`src/rtl/resv_monitor.sv`:
```
module resv_monitor #(
  parameter int AW  = 32,
  parameter int DW  = 32,
  parameter int OFS = 2
) (
  input  logic          clk,
  input  logic          rst_n,
  input  logic          core_valid,
  input  logic [1:0]    core_kind,
  input  logic [AW-1:0] core_addr,
  input  logic [DW-1:0] core_wdata,
  output logic          mem_re,
  output logic          mem_we,
  output logic [AW-1:0] mem_addr,
  output logic [DW-1:0] mem_wdata,
  output logic          sc_done,
  output logic          sc_ok,
  input  logic          snoop_we,
  input  logic [AW-1:0] snoop_addr,
  output logic          resv_held
);
  localparam int TW = AW - OFS;

  logic [TW-1:0] resv_tag;
  logic          resv_q;

  wire [TW-1:0] core_tag  = core_addr[AW-1:OFS];
  wire [TW-1:0] snoop_tag = snoop_addr[AW-1:OFS];

  wire is_ld = core_valid && core_kind == 2'b00;
  wire is_st = core_valid && core_kind == 2'b01;
  wire is_ll = core_valid && core_kind == 2'b10;
  wire is_sc = core_valid && core_kind == 2'b11;

  wire core_on_resv    = resv_q && core_tag == resv_tag;
  wire snoop_on_core   = snoop_we && snoop_tag == core_tag;
  wire snoop_on_resv   = resv_q && snoop_we && snoop_tag == resv_tag;
  wire sc_pass         = is_sc && core_on_resv && !snoop_on_core;
  wire resv_kill       = is_sc || snoop_on_resv || (is_st && core_on_resv);

  assign mem_re    = is_ld || is_ll;
  assign mem_we    = is_st || sc_pass;
  assign mem_addr  = core_addr;
  assign mem_wdata = core_wdata;
  assign resv_held = resv_q;

  always_ff @(posedge clk) begin
    if (!rst_n) begin
      resv_q   <= 1'b0;
      resv_tag <= '0;
      sc_done  <= 1'b0;
      sc_ok    <= 1'b0;
    end else begin
      sc_done <= is_sc;
      sc_ok   <= sc_pass;
      if (is_ll) begin
        resv_q   <= !snoop_on_core;
        resv_tag <= core_tag;
      end else if (resv_kill) begin
        resv_q <= 1'b0;
      end
    end
  end
endmodule


```
`config.mk`:
```
export PLATFORM = sky130hd
export DESIGN_NAME = resv_monitor
export DESIGN_NICKNAME = d
export VERILOG_FILES = /design/src/rtl/resv_monitor.sv
export SDC_FILE = /design/constraint.sdc
export NUM_CORES = 1
export LEC_CHECK = 0
export BUFFER_PORTS_ARGS = -buffer_cell sky130_fd_sc_hd__buf_2
export CAP_MARGIN = 30
export CORE_UTILIZATION = 35
export CTS_CLUSTER_SIZE = 30
export DETAILED_ROUTE_END_ITERATION = 8
export GPL_ROUTABILITY_DRIVEN = 1
export PLACE_DENSITY = 0.7
export SETUP_SLACK_MARGIN = 0.4
export SLEW_MARGIN = 20
export SYNTH_ARGS = -nofsm -noshare
export SYNTH_HDL_FRONTEND = slang
export SYNTH_SLANG_ARGS = --single-unit
```
`constraint.sdc`:
```
create_clock -name clk -period 3.6 [get_ports clk]
set_input_delay 0.54 -clock clk [delete_from_list [all_inputs] [get_ports clk]]
set_output_delay 0.54 -clock clk [all_outputs]
set_load 0.01 [all_outputs]
```
==> results.cfg, run 1 <==
[sta]
period_needed_ns = 2.94
finalCritPeriodShare = 0.817
slew_headroom = 0.642
rsz0062_at_grt = false
tightestPinTransition_ns = 0.538
slew_violations = 0
fin_ws_ns = 0.658
max_freq_ghz = 0.340
hold_viol = 0
setup_viol = 0
fin_worst_skew_ns = 0.00980
tns_ns = 0

[cells_and_area]
area_growth_pct = 10.1
num_antenna_cells = 0
final_layout_size_suffix_gt1_frac = 0.302
area.sequential_um2 = 661
multiInputGateArea_um2 = 1520
nets = 472
fillers = 742
finalInstanceArea_um2 = 2970

[global_routing]
grt_start_max_net_pins = 34
globalRouteOverflowTotal = 0
antenna_found_initial = 0
grt_pass1_wl_um = 10400
grt_pass1_vias = 2107
grt.total_usage = 0.165

[floorplanning]
die_area_um2 = 8050
core_area_um2 = 7330
initial_core_util = 0.367
num_io_pins = 171
rows = 31
die_h_um = 89.7
die_x_um = 89.7

[clock_tree]
ctsHoldBuffers = 0
cts_setup_buffers = 0
cts_resized = 0
cts_sinks = 33
cts_tree = built
clk_latency_ns = 0.29
cts_buffer_depth = 2
cts_root_buffer = clkbuf_8
htreeDepth = 2
numCtsBuffers = 5
path_clk_slew_ns = 0.08

[critical_path]
critPathCaptureType = primary output
crit_top_cell = buf_2
worst_ep_arrival_time_ns = 2.40
path_buf_inv = 2
cp_top_family = simple AND/OR/NAND/NOR gates
path_cells = buf_2, xnor2_1, nand4_1, or4_1, o311ai_1, a21oi_1, buf_2
path_max_fanout = 4
crit_type = in -> out
timing.critical_path.slowest_cell_delay_ns = 0.54
cp.required_ns = 3.06
cp_slowest_cell = or4_1
start_kind = primary input

[flow_run]
maxCapViolations = 0

[synthesis]
synthCells = 334
muxShareOfSynthArea = 0
ys_ff_latch = 33
yosysWarnings = 0
yosysMostFrequentCell = xnor2_1
ys_async_sr_fraction = 0
yosysSeqAreaShare = 0.245
synth.cell_area_um2 = 2690
yosys.area_share.adder = 0
synth_area_leaders = dfxtp_1, xnor2_1, buf_4
syn-num-nets = 436
synth_top_family_by_area = XOR/XNOR gates
postSynthAreaPerCell_um2 = 8.06
yosys.area_share.xor_xnor = 0.293
synth_top_cell_by_area = dfxtp_1
synth_compound_area_frac = 0.0939
synth_common_cells = xnor2_1, nand2_1, buf_4
synth_edf_count = 0
synth_flop_cell = dfxtp_1
synth.distinct_cells = 19
synth.top_cell.area_share = 0.245
synth_simple_gate_area_frac = 0.177

[power]
leakage_uw = 0.00111
power_density_nw_per_um2 = 355
ir_drop_v = 0.000161

[routing]
drt_iter0_drc = 202
drcViolationCount = 0
drt_first_pass_iters = 4
num_vias = 2237
via_per_inst = 4.76
avgRoutedWirePerCell_um = 14.5
ant_nets = 0
wl_um = 6800

[placed_design]
dp_hpwl_um = 5440
pre_cts_ws_ns = 0.695
port_buffers = 100
post_dp_cell_area_um2 = 2830
gp_congestion = 0.862

[hold_path]
min_path_type = reg -> reg

[run_status]
status = completed
worst paths after layout:
kind,slack (ns),cells past startpoint,endpoint,start
min reg2reg,0.50,2,resv_tag[28]$_SDFFE_PN0P_,resv_tag[28]$_SDFFE_PN0P_
max reg2reg,1.85,5,sc_ok$_SDFF_PN0_,resv_tag[24]$_SDFFE_PN0P_
min,0.50,2,resv_tag[28]$_SDFFE_PN0P_,resv_tag[28]$_SDFFE_PN0P_
max,0.66,7,mem_we,core_addr[18]
worst register-to-register path, stage by stage (launching register included):
cell      delay (ns)
dfxtp_1         0.34
xnor2_1         0.28
nand4_1         0.17
nor4_1          0.43
o311ai_1        0.26
nor3_1          0.22
cells by family after synthesis:
| kind of cell | count (synthesis) |
|---|---|
| AND/OR/NAND/NOR | 104 |
| XOR/XNOR | 90 |
| buffers and inverters | 73 |
| AO/OA/AOI/OAI | 34 |
| flip-flops | 33 |
through the flow:
stage	power [µW]	util	hold WS, ns	instances
6_report	1050	0.405	0.497	470
5_1_grt	1100	0.405	0.509	470
4_1_cts	1060	0.405	0.496	470
3_5_place_dp	628	0.386	0.486	462
3_3_place_gp	623	0.384	0.477	461
2_1_floorplan	577	-	0.471	334
cell type report:
class                   instances  share of cell area
multi-input cells             228               0.513
flip-flops and latches         33               0.223
repair buffers                102               0.176
well taps                      99              0.0418
clock buffers                   5              0.0232
clock inverters                 3              0.0232
report_power, final:
| part | switching [µW] | internal (µW) | leakage [µW] |
|---|---|---|---|
| logic | 122 | 109 | 0.000770 |
| registers | 12.3 | 377 | 0.000268 |
| clock network | 154 | 279 | 0.0000687 |
| total | 288 | 765 | 0.00111 |
layout by cell type, fill, tap and decap left out, drive strengths merged, types with 2 or more instances in the layout:
cell	netlist	layout
nor4	7	7
a21boi	30	30
nor2	3	3
nand4	18	18
dfxtp	33	33
bufinv	0	2
nand3	4	4
buf	64	102
nand2	67	67
xnor2	75	75
nor3	2	2
clkbuf	9	5
or4	2	2
xor2	15	15
a21oi	2	2
layer usage:
| metal | vias up | part of all wire | track usage |
|---|---|---|---|
| met2 | 100 | 0.48 | 0.274 |
| met3 | 20 | 0.081 | 0.0381 |
| met4 | 0 | 0.024 | 0.0792 |
| li1 | 1102 | - | - |
| met5 | - | 0 | 0 |
| met1 | 1015 | 0.42 | 0.201 |
sequential cells by signal, summed over array words and instances (netlist names):
signal     count
resv_tag      30
resv_held      1
sc_done        1
sc_ok          1
Power figures use the tool's default switching activity.
==> run 2, diff against run 1 <==
--- a/config.mk
+++ b/config.mk
@@ -5,13 +5,14 @@
 export SDC_FILE = /design/constraint.sdc
 export NUM_CORES = 1
 export LEC_CHECK = 0
+export ABC_AREA = 1
 export BUFFER_PORTS_ARGS = -buffer_cell sky130_fd_sc_hd__buf_2
 export CAP_MARGIN = 30
 export CORE_UTILIZATION = 35
 export CTS_CLUSTER_SIZE = 30
 export DETAILED_ROUTE_END_ITERATION = 8
 export GPL_ROUTABILITY_DRIVEN = 1
-export PLACE_DENSITY = 0.7
+export PLACE_DENSITY = 0.66
 export SETUP_SLACK_MARGIN = 0.4
 export SLEW_MARGIN = 20
 export SYNTH_ARGS = -nofsm -noshare
==> constraint.sdc (replaced) <==
create_clock -name clk -period 2.94 [get_ports clk]
set_input_delay 0.441 -clock clk [delete_from_list [all_inputs] [get_ports clk]]
set_output_delay 0.441 -clock clk [all_outputs]
set_load 0.01 [all_outputs]
==> run 2 against run 1 <==
Compared with the run above: via count is 70% higher; register-to-register slack worse by 0.39 ns; clock power fell by 20%; final area grew 24%; count of clock-buffer cells in the layout did not move; synthesized area increased by 29%; clock skew is 0.0018 ns lower; largest cell class unchanged; highest routed layer unchanged.
==> results.cfg, run 2 <==
[run_status]
status = completed

[placed_design]
port_buffers = 100
pre_cts_ws_ns = 0.798
post_dp_cell_area_um2 = 3620
gp_congestion = 0.909
dp_hpwl_um = 8950

[floorplanning]
die_h_um = 101
num_io_pins = 171
die_x_um = 101
die_area_um2 = 10300
initial_core_util = 0.368
core_area_um2 = 9420
rows = 35

[cells_and_area]
area_growth_pct = 6.50
largest_reg_flops = 30
num_antenna_cells = 0
fin_util = 0.392
final_layout_size_suffix_gt1_frac = 0.195
nets = 768
largest-register = resv_tag
fillers = 1076
finalInstanceArea_um2 = 3690
mostFrequentLayoutCells = nand2_1, buf_2, inv_1
final_common_cell = nand2_1

[synthesis]
postSynthAreaPerCell_um2 = 5.49
yosysSeqAreaShare = 0.191
yosysWarnings = 0
synth_top_cell_by_area = nand2_1
syn-num-nets = 733
synth_area_leaders = nand2_1, dfxtp_1, buf_4
ys_ff_latch = 33
yosysMostFrequentCell = nand2_1
synth_common_cells = nand2_1, inv_1, nor2_1
synth.top_cell.area_share = 0.233
synthCells = 631
synth_flop_cell = dfxtp_1
synth.cell_area_um2 = 3460
ys_async_sr_fraction = 0
synth_edf_count = 0
synth.distinct_cells = 25

[sta]
period_needed_ns = 2.25
setup_viol = 0
fin_worst_skew_ns = 0.00801
slew_headroom = 0.611
fin_ws_ns = 0.694
rsz0062_at_grt = false
hold_viol = 0
slew_violations = 0
tightestPinTransition_ns = 0.584
hold_ws_ns = 0.409
finalCritPeriodShare = 0.764
max_freq_ghz = 0.445
tns_ns = 0

[power]
leakage_uw = 0.00193
power_switching_uw = 461
power_density_nw_per_um2 = 335
pwr-share-seq = 0.399
switching_share = 0.374
p_int_uw = 773
ir_drop_v = 0.000129
power_frac_clock = 0.279
combinationalPowerShare = 0.323

[global_routing]
globalRouteOverflowTotal = 0
grt_pass1_vias = 3480
grt_start_max_net_pins = 50
grt_pass1_wl_um = 16600
antenna_found_initial = 0
grt.total_usage = 0.212

[critical_path]
path_max_fanout = 5
start_kind = flop
path_buf_inv = 2
crit_type = reg -> out
cp_top_family = simple AND/OR/NAND/NOR gates
path_cells = inv_2, nand2_1, nand2_1, nor2_1, nand4_1, nor2_1, nand2_1, nor2_1, nand3b_1, nand2_1, buf_2
critPathCaptureType = primary output
cp.required_ns = 2.50
worst_ep_arrival_time_ns = 1.80
timing.critical_path.slowest_cell_delay_ns = 0.40
cp_slowest_cell = dfxtp_1
crit_top_cell = nand2_1

[routing]
ant_nets = 0
drcViolationCount = 0
via_per_inst = 4.80
drt_iter0_drc = 180
drt_first_pass_iters = 7
wl_um = 10800
avgRoutedWirePerCell_um = 13.5
num_vias = 3813

[clock_tree]
ctsHoldBuffers = 0
numCtsBuffers = 5
cts_sinks = 33
cts_tree = built
path_clk_slew_ns = 0.08
cts_buffer_depth = 2
cts_resized = 0
htreeDepth = 2
cts_root_buffer = clkbuf_8
clk_latency_ns = 0.30
cts_setup_buffers = 0

[flow_run]
maxCapViolations = 0

[hold_path]
min_path_type = in -> reg
## run 2: cell types whose count changed after synthesis, sizes merged, moves of 9 or more
cell    change
a21boi     -29
a21oi      +30
inv        +96
nand2     +150
nand3       +9
nor2       +64
o21ai      +45
xnor2      -59
xor2       -15
## run 2: worst reg2reg max path, cell delays in order, from the launching register on
cell and delay (ns):
dfxtp_1 0.40, inv_2 0.04, nand2_1 0.08, nand2_1 0.06, nor2_1 0.17, nand4_1 0.12, nor2_1 0.11, nand2_1 0.05
nor2_1 0.16, nand3b_1 0.12, nor2_1 0.10
## run 2: final timing paths
| check | start | end | slack, ns | cells past startpoint |
|---|---|---|---|---|
| setup / recovery | resv_tag[23]$_SDFFE_PN0P_ | mem_we | 0.69 | 11 |
| hold / removal | core_kind[1] | sc_done$_SDFF_PN0_ | 0.41 | 3 |
| setup reg to reg | resv_tag[23]$_SDFFE_PN0P_ | sc_ok$_SDFF_PN0_ | 1.46 | 10 |
| hold reg to reg | resv_tag[2]$_SDFFE_PN0P_ | resv_tag[2]$_SDFFE_PN0P_ | 0.50 | 2 |
## run 2: layout make-up
class | count | area, µm² | area share
inverters | 96 | 360 | 0.0977
clock inverters | 1 | 5.00 | 0.00136
repair buffers | 101 | 508 | 0.138
flip-flops and latches | 33 | 661 | 0.179
multi-input cells | 429 | 1930 | 0.522
clock buffers | 5 | 68.8 | 0.0187
well taps | 129 | 161 | 0.0437
## run 2: through the flow
stage / instances / power, µW
after global placement: 788 / 891
after floorplan: 631 / 807
after global routing: 794 / 1310
final: 794 / 1230
after CTS: 794 / 1240
after detailed placement: 788 / 898
## run 2: power by group through the flow
stage	combinational, µW	clock [µW]	sequential [µW]
6_report	398	344	492
5_1_grt	448	370	495
4_1_cts	398	356	491
3_5_place_dp	396	0	502
3_3_place_gp	390	0	501
2_1_floorplan	309	0	498
## run 2: kinds of logic (layout without fill, tap and decap cells)
logic type | count (synthesis) | count (layout) | synth area share
simple gates | 334 | 334 | 0.398
xor+xnor | 16 | 16 | 0.0404
compound gates | 79 | 79 | 0.116
buf+inv | 169 | 203 | 0.255
flops | 33 | 33 | 0.191
## run 2: layer usage
layer  global-route usage  up-vias  routed length [µm]
met3               0.0324       22                 713
met4               0.0758        0                 271
met5                    0        -                   0
met2                0.353      147                4920
li1                     -     1958                   -
met1                0.278     1686                4850
